--- config.mk ---
export PLATFORM = sky130hd
export DESIGN_NAME = bus_probe_regs
export DESIGN_NICKNAME = d
export VERILOG_FILES = /design/src/rtl/bprobe_pkg.sv /design/src/rtl/bt_test_table.sv /design/src/rtl/bt_hit_detect.sv /design/src/rtl/bt_read_mux.sv /design/src/rtl/bus_probe_regs.sv
export SDC_FILE = /design/constraint.sdc
export NUM_CORES = 1
export LEC_CHECK = 0
export ABC_AREA = 1
export ABC_CLOCK_PERIOD_IN_PS = 2400
export BUFFER_PORTS_ARGS = -buffer_cell sky130_fd_sc_hd__buf_2
export CORE_AREA = 2 2 97 99
export CTS_CLUSTER_DIAMETER = 200
export DETAILED_ROUTE_END_ITERATION = 12
export DIE_AREA = 0 0 99 101
export HOLD_SLACK_MARGIN = 0.06
export PLACE_DENSITY_LB_ADDON = 0.08
export SLEW_MARGIN = 20
export SYNTH_ARGS = -nofsm -noshare
export SYNTH_HDL_FRONTEND = slang
export SYNTH_SLANG_ARGS = --single-unit
--- constraint.sdc ---
create_clock -name clk -period 2.4 [get_ports clk]
set_input_delay 0.24 -clock clk [delete_from_list [all_inputs] [get_ports clk]]
set_output_delay 0.24 -clock clk [all_outputs]
set_load 0.01 [all_outputs]
--- src/rtl/bprobe_pkg.sv ---
package bprobe_pkg;
  localparam int NUM_TESTS  = 4;
  localparam int NAME_BYTES = 8;

  typedef struct packed {
    logic [7:0]  width;
    logic [31:0] offset;
    logic [31:0] data;
  } test_desc_t;

  function automatic test_desc_t test_lookup(input logic [7:0] sel);
    test_desc_t d;
    d = '0;
    case (sel)
      8'd0: d = '{width: 8'd1, offset: 32'h0000_0101, data: 32'h0000_005A};
      8'd1: d = '{width: 8'd2, offset: 32'h0000_0202, data: 32'h0000_C3A5};
      8'd2: d = '{width: 8'd4, offset: 32'h0000_0300, data: 32'h1234_5678};
      8'd3: d = '{width: 8'd4, offset: 32'h0000_0FFC, data: 32'hDEAD_BEEF};
      default: d = '0;
    endcase
    return d;
  endfunction

  function automatic logic [7:0] name_char(input int unsigned idx);
    logic [7:0] c;
    case (idx)
      0: c = "B";
      1: c = "U";
      2: c = "S";
      3: c = "P";
      4: c = "R";
      5: c = "O";
      6: c = "B";
      7: c = "E";
      default: c = 8'h00;
    endcase
    return c;
  endfunction
endpackage

--- src/rtl/bt_test_table.sv ---
module bt_test_table
  import bprobe_pkg::*;
(
  input  logic        clk,
  input  logic        rst_n,
  input  logic [7:0]  sel,
  output test_desc_t  desc,
  output logic        valid
);
  always_comb begin
    desc  = test_lookup(sel);
    valid = (desc.width == 8'd1) || (desc.width == 8'd2) || (desc.width == 8'd4);
  end

  AST_UNSUPPORTED_ZERO: assert property (@(posedge clk) disable iff (!rst_n)
    (sel >= 8'(NUM_TESTS)) |-> (desc.width == 8'd0 && !valid));
endmodule

--- src/rtl/bt_hit_detect.sv ---
module bt_hit_detect
  import bprobe_pkg::*;
#(
  parameter int ADDR_W = 12,
  parameter int CNT_W  = 32
) (
  input  logic              clk,
  input  logic              rst_n,
  input  logic              clr,
  input  logic              active,
  input  test_desc_t        desc,
  input  logic              wr_en,
  input  logic [ADDR_W-1:0] addr,
  input  logic [31:0]       wdata,
  input  logic [3:0]        be,
  output logic [CNT_W-1:0]  count
);
  localparam logic [CNT_W-1:0] CNT_MAX = '1;

  logic [3:0]  lane_mask;
  logic [31:0] bit_mask;
  logic [31:0] exp_shift;
  logic [31:0] word_addr;
  logic        hit;

  always_comb begin
    case (desc.width)
      8'd1:    lane_mask = 4'b0001 << desc.offset[1:0];
      8'd2:    lane_mask = 4'b0011 << desc.offset[1:0];
      default: lane_mask = 4'b1111;
    endcase
    for (int b = 0; b < 4; b++) bit_mask[8*b +: 8] = {8{lane_mask[b]}};
    exp_shift = desc.data << (8 * desc.offset[1:0]);
    word_addr = {desc.offset[31:2], 2'b00};
    hit = active && wr_en && (32'(addr) == word_addr) && (be == lane_mask)
          && (((wdata ^ exp_shift) & bit_mask) == 32'h0);
  end

  always_ff @(posedge clk) begin
    if (!rst_n || clr)               count <= '0;
    else if (hit && count != CNT_MAX) count <= count + 1'b1;
  end

  AST_CLEAR_ON_SELECT: assert property (@(posedge clk) disable iff (!rst_n)
    clr |=> (count == '0));
  AST_SATURATE: assert property (@(posedge clk) disable iff (!rst_n)
    (count == CNT_MAX && !clr) |=> (count == CNT_MAX));
  AST_HIT_STEP: assert property (@(posedge clk) disable iff (!rst_n)
    (hit && !clr && count != CNT_MAX) |=> (count == $past(count) + 1'b1));
  AST_NO_WRITE_HOLD: assert property (@(posedge clk) disable iff (!rst_n)
    (!wr_en && !clr) |=> $stable(count));
  AST_IDLE_NO_COUNT: assert property (@(posedge clk) disable iff (!rst_n)
    (!active && !clr) |=> $stable(count));
endmodule

--- src/rtl/bt_read_mux.sv ---
module bt_read_mux
  import bprobe_pkg::*;
#(
  parameter int ADDR_W = 12,
  parameter int CNT_W  = 32
) (
  input  logic              clk,
  input  logic              rst_n,
  input  logic              rd_en,
  input  logic [ADDR_W-1:0] addr,
  input  test_desc_t        desc,
  input  logic [CNT_W-1:0]  count,
  output logic [31:0]       rdata
);
  localparam int NAME_WORDS = (NAME_BYTES + 4) / 4;
  localparam int NAME_BASE  = 4;

  logic [31:0] name_words [NAME_WORDS];
  logic [31:0] rd_next;
  logic [ADDR_W-3:0] widx;

  for (genvar w = 0; w < NAME_WORDS; w++) begin : g_name
    for (genvar b = 0; b < 4; b++) begin : g_byte
      assign name_words[w][8*b +: 8] = name_char(4*w + b);
    end
  end

  always_comb begin
    widx    = addr[ADDR_W-1:2];
    rd_next = 32'h0;
    case (widx)
      '0:                        rd_next = {16'h0, desc.width, 8'h00};
      (ADDR_W-2)'(1):            rd_next = desc.offset;
      (ADDR_W-2)'(2):            rd_next = desc.data;
      (ADDR_W-2)'(3):            rd_next = 32'(count);
      default: begin
        for (int w = 0; w < NAME_WORDS; w++)
          if (widx == (ADDR_W-2)'(NAME_BASE + w)) rd_next = name_words[w];
      end
    endcase
  end

  always_ff @(posedge clk) begin
    if (!rst_n)     rdata <= '0;
    else if (rd_en) rdata <= rd_next;
  end

  AST_RDATA_HOLD: assert property (@(posedge clk) disable iff (!rst_n)
    !rd_en |=> $stable(rdata));
endmodule

--- src/rtl/bus_probe_regs.sv ---
module bus_probe_regs
  import bprobe_pkg::*;
#(
  parameter int ADDR_W = 12,
  parameter int CNT_W  = 32
) (
  input  logic              clk,
  input  logic              rst_n,
  input  logic [ADDR_W-1:0] bus_addr,
  input  logic [31:0]       bus_wdata,
  input  logic [3:0]        bus_be,
  input  logic              bus_wr,
  input  logic              bus_rd,
  output logic [31:0]       bus_rdata
);
  localparam logic [7:0] SEL_IDLE = 8'hFF;

  logic [7:0]  sel_q;
  logic        sel_wr;
  test_desc_t  desc;
  logic        desc_ok;
  logic [CNT_W-1:0] count;

  assign sel_wr = bus_wr && bus_be[0] && (bus_addr[ADDR_W-1:2] == '0);

  always_ff @(posedge clk) begin
    if (!rst_n)      sel_q <= SEL_IDLE;
    else if (sel_wr) sel_q <= bus_wdata[7:0];
  end

  bt_test_table u_table (
    .clk(clk), .rst_n(rst_n), .sel(sel_q), .desc(desc), .valid(desc_ok)
  );

  bt_hit_detect #(.ADDR_W(ADDR_W), .CNT_W(CNT_W)) u_hit (
    .clk(clk), .rst_n(rst_n), .clr(sel_wr), .active(desc_ok), .desc(desc),
    .wr_en(bus_wr), .addr(bus_addr), .wdata(bus_wdata), .be(bus_be), .count(count)
  );

  bt_read_mux #(.ADDR_W(ADDR_W), .CNT_W(CNT_W)) u_rd (
    .clk(clk), .rst_n(rst_n), .rd_en(bus_rd), .addr(bus_addr), .desc(desc),
    .count(count), .rdata(bus_rdata)
  );

  AST_SEL_ONLY_BY_BYTE0: assert property (@(posedge clk) disable iff (!rst_n)
    !sel_wr |=> $stable(sel_q));
  AST_SEL_CAPTURE: assert property (@(posedge clk) disable iff (!rst_n)
    sel_wr |=> (sel_q == $past(bus_wdata[7:0])));
endmodule

==> results.ini, run 1 <==
[outcome]
status=finished, final reports clean

[placement]
place_ws_ns=-0.0527
port_buffers=83
place.gp.congestion=0.962
place_hpwl_mm=11.7

[power]
seqPwrFrac=0.510
p_int_mw=1.67
switching_power_mw=0.681
powerDensity_nw_per_um2=382
comb_power_share=0.082
clkPwrFrac=0.408
p_leak_nw=2.82
swShare=0.290
peakVddDrop_uv=326

[cells_and_area]
n_antenna_cell=0
drive_above_1_share=0.226
n_fill_cell=844
finalNetCount=959
area_delta_synth_final_pct=22.8

[setup_path]
path_common_cell=nor2_4
criticalPathCategory=reg2reg
crit_path_cell_trace=inv_2 -> nand2_4 -> nor2_4 -> nand2_8 -> buf_12 -> xor2_1 -> nor2_1 -> nand2_1 -> nor2_4 -> nand4_4 -> nor2_4 -> nand3_2 -> a21oi_1
rr_worst_depth=13
critPathCaptureType=register
timing.rr.end=u_hit.count[4]
cp_max_fo=9
r2r-start=sel_q[2]
critPathLaunch=sel_q[2]
start_kind=register
critPathMaxStageDelay_ns=0.34
crit_slowest_cell=dfxtp_2
required_ns=2.68
reg2reg_slack_ns=0.1
critPathArrivalTime_ns=2.58

[clocking]
numCtsBuffers=9
cts_tree=done
clock_latency_ns=0.36
cts_sinks=72
clk_pin_slew_worst_paths_ns=0.09
clk_path_buf_depth=2
h-tree-depth=3
hold_buffers=0
cts-root-buf=clkbuf_8

[grt]
grt_max_degree=31
grt_pass1_wl_mm=24.5
grt_remaining_overflow=0
grt_pass1_vias=5087
globalRouteTotalUtil=0.305
antenna_found_initial=0

[sta]
worstMarginPinSlew_ns=0.646
hold_viol=0
max_freq_mhz=435
setup_viol=0
final.setup.tns_ns=0
min_period_ns=2.30
setup_ws_ns=0.0998
fin_skew_ns=0.0113
fin_crit_sh=0.958
slew_viol_final=0
slew_headroom=0.569

[synth]
synth_top_area_frac=0.288
synth_seq_cells=72
avgSynthCellArea_um2=6.31
synth_largest_area_cell=dfxtp_1
syn_area_um2=5010
synth.area.top_cells=dfxtp_1 (29%), nand2_1 (17%), nand3_1 (7.9%)
syn_nets=847
ys_warn_count=0
synth_cell_type_count=44
synth.yosys.seq_area_share=0.288
syn_inst=794

[drt]
dr_total_vias=5769
drt_iter0_markers=482
finalWirelength_mm=15.9
wl_per_cell_um=15.5
drc=0
drt-pass1-iter-count=5
antenna_left=0
viasPerCell=5.64

[die]
die_x_um=99
num_rows=35
ios=84
die_h_um=101
core_um2=8980
initial_core_util=0.558
die_area_um2=10000

[hold_path]
min_from=bus_wdata[6]
min_delay_worst_endpoint=sel_q[6]
min_delay_path_depth=3
hp-class=in2reg

[job]
maxCapViolations=0

==> layer usage <==
| metal | vias up | global-route usage | part of all wire |
|---|---|---|---|
| met1 | 2658 | 0.433 | 0.47 |
| met3 | 21 | 0.0465 | 0.066 |
| met5 | - | 0 | 0 |
| met2 | 251 | 0.486 | 0.45 |
| li1 | 2839 | - | - |
| met4 | 0 | 0.0759 | 0.016 |
==> metrics by stage <==
step	instances	power (mW)	util	hold slack [ns]	area, µm²
floorplan	794	1.32	-	0.370	5010
global placement	985	1.41	0.628	0.451	5640
detailed placement	985	1.41	0.628	0.452	5640
CTS	1003	2.35	0.652	0.136	5850
global route	1022	2.41	0.685	0.158	6150
finish	1022	2.35	0.685	0.152	6150
==> worst max-delay path, delay by kind of cell (launching register included) <==
kind	cells	cell delay, ns
xor+xnor	1	0.13
buf+inv	2	0.22
flops	1	0.34
simple gates	9	1.38
compound gates	1	0.14
==> kinds of logic after synthesis <==
| kind of cell | Yosys count | synth area share |
|---|---|---|
| simple gates | 467 | 0.437 |
| buf+inv | 131 | 0.113 |
| compound gates | 96 | 0.113 |
| flops | 72 | 0.288 |
| xor+xnor | 27 | 0.0472 |
| fa+ha+maj | 1 | 0.00250 |
==> power by group through the flow <==
stage	Combinational, mW	Sequential [mW]	Clock (mW)
after floorplan	0.0988	1.22	0
after global placement	0.186	1.22	0
after detailed placement	0.188	1.22	0
after CTS	0.189	1.20	0.963
after global routing	0.215	1.20	0.995
final	0.193	1.20	0.957
==> synth_stat cells, drive strengths merged <==
| library cell | instances |
|---|---|
| o2111ai | 1 |
| clkbuf | 12 |
| o221ai | 1 |
| o22ai | 1 |
| nor3 | 16 |
| a41oi | 2 |
| o21ai | 17 |
| a21oi | 45 |
| dfxtp | 72 |
| inv | 99 |
| o211ai | 12 |
| buf | 16 |
| nor4b | 1 |
| o41ai | 1 |
| nand3b | 5 |
| nor4 | 5 |
| clkinv | 4 |
| nor2 | 91 |
| a31oi | 12 |
| a221oi | 2 |
| nand4 | 33 |
| and2 | 1 |
| ha | 1 |
| nand3 | 80 |
| nand2 | 235 |
| xor2 | 21 |
| a221o | 1 |
| xnor2 | 6 |
| a211oi | 1 |
==> worst max path at each step <==
stage | endpoint | slack [ns]
final | u_hit.count[4] | 0.1
after detailed placement | u_hit.count[1] | -0.05
after global routing | u_hit.count[7] | -0.04
after floorplan | u_hit.count[29] | 0.28
after CTS | u_hit.count[1] | -0.01
after global placement | u_hit.count[24] | 0.06
==> state kept, by name, summed over array words and instances (netlist names) <==
| name | flops |
|---|---|
| sel_q | 8 |
| u_hit.count | 32 |
| u_rd.rdata | 32 |
==> final cells by class <==
type | count | area [µm²] | area share
Clock buffer | 9 | 124 | 0.0201
Multi-Input combinational cell | 598 | 3200 | 0.521
Inverter | 103 | 392 | 0.0637
Sequential cell | 72 | 1450 | 0.235
Timing Repair Buffer | 122 | 783 | 0.127
Clock inverter | 7 | 62.6 | 0.0102
Tap cell | 111 | 139 | 0.0226
==> what timing repair did <==
item / 4_1_cts / 5_1_grt
gates cloned: 1 / 6
buffers inserted: 1 / 13
pin swaps: 4 / 27
endpoints found under the setup margin: 16 / 32
resized for setup: 1 / 33
==> cells in the final DEF, fill, tap and decap left out, types with 6 or more instances in the layout <==
| cell type | n |
|---|---|
| inv_1 | 92 |
| nand3_1 | 71 |
| nor3_1 | 14 |
| o211ai_1 | 12 |
| inv_2 | 7 |
| xor2_1 | 21 |
| nand2_1 | 221 |
| nand4_1 | 31 |
| a31oi_1 | 12 |
| buf_4 | 33 |
| nor2_4 | 13 |
| xnor2_1 | 6 |
| nand2_4 | 7 |
| o21ai_0 | 15 |
| buf_12 | 6 |
| nor2_2 | 9 |
| nor2_1 | 74 |
| nand3_2 | 8 |
| clkbuf_8 | 9 |
| buf_2 | 83 |
| dfxtp_1 | 67 |
| a21oi_1 | 42 |
No activity file was read; power rests on OpenSTA's default activity.
==> inputs of run 2 (changes only) <==
--- a/config.mk
+++ b/config.mk
@@ -8,10 +8,9 @@
 export ABC_AREA = 1
 export ABC_CLOCK_PERIOD_IN_PS = 2400
 export BUFFER_PORTS_ARGS = -buffer_cell sky130_fd_sc_hd__buf_2
-export CORE_AREA = 2 2 97 99
-export CTS_CLUSTER_DIAMETER = 200
+export CORE_AREA = 2 2 115 117
 export DETAILED_ROUTE_END_ITERATION = 12
-export DIE_AREA = 0 0 99 101
+export DIE_AREA = 0 0 117 119
 export HOLD_SLACK_MARGIN = 0.06
 export PLACE_DENSITY_LB_ADDON = 0.08
 export SLEW_MARGIN = 20
==> run 2 against run 1 <==
Against the previous run: sequential share of layout area fell by 1.2 points; setup slack improved by 0.020 ns; via count decreased by 2.9%; count of clock-buffer cells in the layout is the same; final cell count up 7.3%; die area increased by 39%; hold slack improved by 0.0077 ns; global-route usage shrank 7.3 points.
==> results.ini, run 2 (synthesis results as in run 1) <==
[setup_path]
crit_slowest_cell=dfxtp_1
start_kind=register
path_common_cell=nand2_4
critPathMaxStageDelay_ns=0.32
reg2reg_slack_ns=0.12
critPathCaptureType=register
r2r-start=sel_q[4]
rr_worst_depth=16
required_ns=2.68
crit_path_cell_trace=inv_2 -> nand2_4 -> nor2_8 -> buf_12 -> nand2_8 -> nand2_8 -> nand2_1 -> nand3_1 -> nand2_1 -> nor2_2 -> nand2_4 -> nor2_4 -> nand2_4 -> nor2_4 -> nand3_2 -> a21oi_2
timing.rr.end=u_hit.count[14]
critPathArrivalTime_ns=2.56
cp_max_fo=8
criticalPathCategory=reg2reg

[clocking]
numCtsBuffers=9
clock_latency_ns=0.35
clk_pin_slew_worst_paths_ns=0.06
h-tree-depth=3
cts_tree=done
clk_path_buf_depth=2
cts_sinks=72
cts-root-buf=clkbuf_16

[cells_and_area]
area_delta_synth_final_pct=29.7
n_antenna_cell=0
final_common_cell=nand2_1
largest_registers=u_hit.count x32, u_rd.rdata x32, sel_q x8
final_cell_mix=nand2_1 (218), inv_1 (92), buf_2 (83)
drive_above_1_share=0.241
finalNetCount=969
n_fill_cell=1339

[outcome]
status=finished, final reports clean

[grt]
grt_max_degree=25
globalRouteTotalUtil=0.231
grt_use_met2=0.348
antenna_found_initial=0
grt_remaining_overflow=0
met1_usage=0.333
grt_pass1_wl_mm=25.4
use_met3=0.0519
grt_busiest_layer=met2
grt_pass1_vias=5029

[job]
maxCapViolations=0

[drt]
antenna_left=0
drt-pass1-iter-count=5
wl_per_cell_um=14.8
finalWirelength_mm=16.3
dr_total_vias=5599
viasPerCell=5.10
drt_iter0_markers=431
drc=0

[sta]
slew_headroom=0.561
holdWs_ns=0.160
slew_viol_final=0
setup_viol=0
fin_crit_sh=0.950
min_period_ns=2.28
worstMarginPinSlew_ns=0.658
max_freq_mhz=439
hold_viol=0
fin_skew_ns=0.0100
setup_ws_ns=0.119

[die]
num_rows=42
core_um2=12900
initial_core_util=0.389
ios=84
die_area_um2=13900
die_x_um=117
die_h_um=119

[placement]
place.gp.congestion=0.936
place_hpwl_mm=12.3
place_ws_ns=-0.0880
port_buffers=83

[power]
peakVddDrop_uv=270
powerDensity_nw_per_um2=426
p_leak_nw=3.00

[hold_path]
min_delay_worst_endpoint=sel_q[5]
hp-class=in2reg
min_delay_path_depth=3
min_from=bus_wdata[5]

run 2: report_power, final:
group / total, mW / switching [mW] / internal [mW]
Clock: 1.37 / 0.561 / 0.813
Sequential: 1.20 / 0.000833 / 1.20
Combinational: 0.195 / 0.120 / 0.0753
Total: 2.77 / 0.682 / 2.08
run 2: how the worst max path moves through the flow:
stage,from,to,slack (ns),depth (start not counted)
2_1_floorplan,sel_q[4],u_hit.count[29],0.28,14
6_report,sel_q[4],u_hit.count[14],0.12,16
4_1_cts,sel_q[2],u_hit.count[1],-0.04,15
3_3_place_gp,sel_q[4],u_hit.count[24],0.007,16
5_1_grt,sel_q[3],u_hit.count[10],-0.01,16
3_5_place_dp,sel_q[4],u_hit.count[1],-0.09,15
run 2: layout make-up:
cell class              instances  area, µm²  area share
clock buffers                   9        225      0.0347
clock inverters                 7       77.6      0.0119
inverters                     103        392      0.0603
multi-input cells             595       3200       0.493
flip-flops and latches         72       1450       0.223
well taps                     176        220      0.0339
repair buffers                135        931       0.143
run 2: stage by stage:
step / utilization / instance area (µm²) / cells / power (mW) / TNS, ns
after floorplan: - / 5010 / 794 / 1.32 / 0
after global placement: 0.450 / 5790 / 1061 / 1.42 / 0
after detailed placement: 0.450 / 5790 / 1061 / 1.42 / -0.377
after CTS: 0.475 / 6120 / 1080 / 2.79 / -0.0578
after global routing: 0.504 / 6490 / 1097 / 2.87 / -0.0673
final: 0.504 / 6490 / 1097 / 2.77 / 0
run 2: worst max-delay path, delay by kind of cell, from the launching register on:
kind            cells  cell delay (ns)
compound gates      1             0.12
buf+inv             2             0.23
flops               1             0.32
simple gates       13             1.54
run 2: routing by layer:
layer | vias up | wire (µm)
met5 | - | 0
met2 | 135 | 7270
li1 | 2858 | -
met4 | 0 | 281
met1 | 2585 | 7760
met3 | 21 | 952
run 2: timing repair:
action | 4_1_cts | 5_1_grt
gates resized for setup | 0 | 42
hold buffers | 0 | 0
cloned | 2 | 2
setup buffers | 1 | 15
endpoints found under the setup margin | 31 | 32
pin swaps | 5 | 25
==> inputs of run 3 (changes only) <==
--- a/config.mk
+++ b/config.mk
@@ -6,14 +6,14 @@
 export NUM_CORES = 1
 export LEC_CHECK = 0
 export ABC_AREA = 1
-export ABC_CLOCK_PERIOD_IN_PS = 2400
 export BUFFER_PORTS_ARGS = -buffer_cell sky130_fd_sc_hd__buf_2
-export CORE_AREA = 2 2 115 117
+export CORE_AREA = 2 2 139 141
 export DETAILED_ROUTE_END_ITERATION = 12
-export DIE_AREA = 0 0 117 119
+export DIE_AREA = 0 0 141 143
 export HOLD_SLACK_MARGIN = 0.06
 export PLACE_DENSITY_LB_ADDON = 0.08
 export SLEW_MARGIN = 20
 export SYNTH_ARGS = -nofsm -noshare
 export SYNTH_HDL_FRONTEND = slang
+export SYNTH_HIERARCHICAL = 1
 export SYNTH_SLANG_ARGS = --single-unit
==> run 3 against run 2 <==
Against the previous run: the flow now finishes with violations (setup timing); non-clock buffer count grew 47; die area grew 45%; core utilization shrank 3.4 points; critical endpoint is now u_hit/count[20]; largest cell class unchanged; highest routed layer unchanged.
==> results.ini, run 3 <==
[synth]
synth-edff-count=0
synth_largest_area_cell=nand2_1
synth_cell_type_count=34
synth_top_area_frac=0.228
ys_warn_count=6
ys_async_sr_fraction=0
syn_area_um2=7320
synth_seq_cells=72
synth_ff_type=dfxtp_1
synth_commonest_cells=nand2_1 (445), nand3_1 (153), inv_1 (100)
avgSynthCellArea_um2=5.87
syn_inst=1247
synth.yosys.seq_area_share=0.197
synth.area.top_cells=nand2_1 (23%), dfxtp_1 (20%), nand3_1 (10%)
yosysMostFrequentCell=nand2_1

[setup_path]
crit_path_cell_trace=nor2_4 -> nand2_4 -> buf_6 -> nor2_4 -> nor2_4 -> clkinv_4 -> buf_6 -> inv_1 -> nand2_1 -> nand3_2 -> nand3_1 -> nand2_1 -> nand2_1 -> nor2_2 -> nand2_2 -> nand2_2 -> nand2_2 -> nor2_4 -> nand3_4 -> clkbuf_16 -> nand2_1 -> a21oi_1
critical_path_buf_inv_count=5
start_kind=register
crit_slowest_cell=dfxtp_2
cp_max_fo=7
critPathArrivalTime_ns=2.94
critPathMaxStageDelay_ns=0.35
critPathCaptureType=register
cp_top_family=simple AND/OR/NAND/NOR gates
criticalPathCategory=reg2reg
required_ns=2.62

[cells_and_area]
largest_registers=u_hit/count x32, u_rd/rdata x32, sel_q x8
n_fill_cell=2014
finalNetCount=1407
n_antenna_cell=0
seqCellArea_um2=1450
fin_util=0.471
area_delta_synth_final_pct=19.5
drive_above_1_share=0.241
final_cell_mix=nand2_1 (427), nand3_1 (146), inv_1 (97)
multiInputGateArea_um2=4900
final_common_cell=nand2_1

[placement]
place_ws_ns=-0.319
port_buffers=83
place.gp.congestion=0.904
place_hpwl_mm=17.7

[grt]
antenna_found_initial=0
globalRouteTotalUtil=0.227
grt_remaining_overflow=0
grt_max_degree=33
grt_pass1_vias=6865
grt_pass1_wl_mm=36.4

[die]
ios=84
core_um2=18600
initial_core_util=0.394
num_rows=50
die_h_um=143
die_x_um=141
die_area_um2=20200

[sta]
fin_crit_sh=1.13
max_freq_mhz=368
rsz0062_at_grt=true
fin_skew_ns=0.00965
slew_headroom=0.628
setup_ws_ns=-0.320
worstMarginPinSlew_ns=0.557
min_period_ns=2.72
slew_viol_final=0
hold_viol=0
setup_viol=32

[drt]
drc=0
drt-pass1-iter-count=6
antenna_left=0
drt_iter0_markers=700
dr_total_vias=7964
finalWirelength_mm=23.8
wl_per_cell_um=14.9
viasPerCell=5.00

[clocking]
clock_latency_ns=0.35
cts_tree=done
clk_path_buf_depth=2
cts_sinks=72
h-tree-depth=3
cts-root-buf=clkbuf_16
numCtsBuffers=9
clk_pin_slew_worst_paths_ns=0.06

[power]
powerDensity_nw_per_um2=348
peakVddDrop_uv=371
p_leak_nw=4.15

[outcome]
status=finished, violations left
violations=setup timing

[hold_path]
hp-class=in2reg

[job]
maxCapViolations=0

run 3: changes by cell type after synthesis, sizes merged, moves of 17 or more:
cell   delta
nor2     +26
nand4    +26
nand2   +238
a21oi    +25
o21ai    -17
nand3    +73
buf      +86
run 3: layer usage:
metal	wire length [µm]	GRT usage	share of wire
met1	12000	0.337	0.50
met2	10200	0.341	0.43
met3	1250	0.0396	0.053
met4	365	0.0553	0.015
met5	0	0	0
run 3: through the flow:
step | std cells | instance area [µm²] | setup TNS, ns | power (mW) | hold slack (ns)
final | 1593 | 8750 | -9.31 | 3.04 | 0.157
after global routing | 1593 | 8750 | -15.36 | 3.16 | 0.173
after CTS | 1577 | 8440 | -7.31 | 3.06 | 0.154
after detailed placement | 1558 | 8020 | -9.45 | 1.49 | 0.455
after global placement | 1558 | 8020 | -8.84 | 1.49 | 0.450
after floorplan | 1275 | 7500 | -0.878 | 1.42 | 0.383
run 3: power by group:
part	total, mW	leakage [nW]	internal [mW]	switching [mW]
sequential	1.19	0.577	1.19	0.000155
clock	1.57	0.166	1.02	0.551
combinational	0.281	3.41	0.0974	0.184
run 3: logic make-up (layout without fill, tap and decap cells):
kind of cell / Yosys count / in the layout / share of synthesized area
DFF: 72 / 72 / 0.197
xor gates and xnor gates: 30 / 30 / 0.0359
muxes: 7 / 7 / 0.00957
adders and majority gates: 1 / 1 / 0.00171
other: 1 / 29 / 0.000512
and+or+nand+nor: 837 / 837 / 0.523
AOI/OAI and AO/OA: 74 / 74 / 0.0622
buffers and inverters: 225 / 309 / 0.171
run 3: worst reg2reg max path: stages, from the launching register on:
cell       delay, ns
dfxtp_2         0.35
nor2_4          0.05
nand2_4         0.11
buf_6           0.11
nor2_4          0.04
nor2_4          0.23
clkinv_4        0.16
buf_6           0.16
inv_1           0.05
nand2_1         0.06
nand3_2         0.07
nand3_1         0.06
nand2_1         0.07
nand2_1         0.06
nor2_2          0.14
nand2_2         0.11
nand2_2         0.07
nand2_2         0.07
nor2_4          0.14
nand3_4         0.15
clkbuf_16       0.21
nand2_1         0.06
a21oi_1         0.06
run 3: final cells by class:
class / instances / area share
clock inverter: 7 / 0.0137
clock buffer: 9 / 0.0257
tap: 234 / 0.0335
inverter: 111 / 0.0485
timing repair buffer: 182 / 0.152
multi-input combinational: 978 / 0.560
sequential: 72 / 0.166
run 3: worst paths after layout:
kind                                      from              end  slack, ns  cells past startpoint
worst min-delay path              bus_wdata[2]         sel_q[2]       0.16                      3
worst max-delay path                  sel_q[5]  u_hit/count[20]      -0.32                     22
worst max register to register        sel_q[5]  u_hit/count[20]      -0.32                     22
worst min register to register  u_rd/rdata[17]   u_rd/rdata[17]       0.46                      2
run 3: what timing repair did:
action / 4_1_cts / 5_1_grt
hold endpoints to repair: 0 / 0
gates resized for setup: 16 / 41
hold buffers: 0 / 0
setup buffers: 3 / 12
gates cloned: 0 / 4
setup endpoints to repair: 32 / 32
pin swaps: 5 / 18
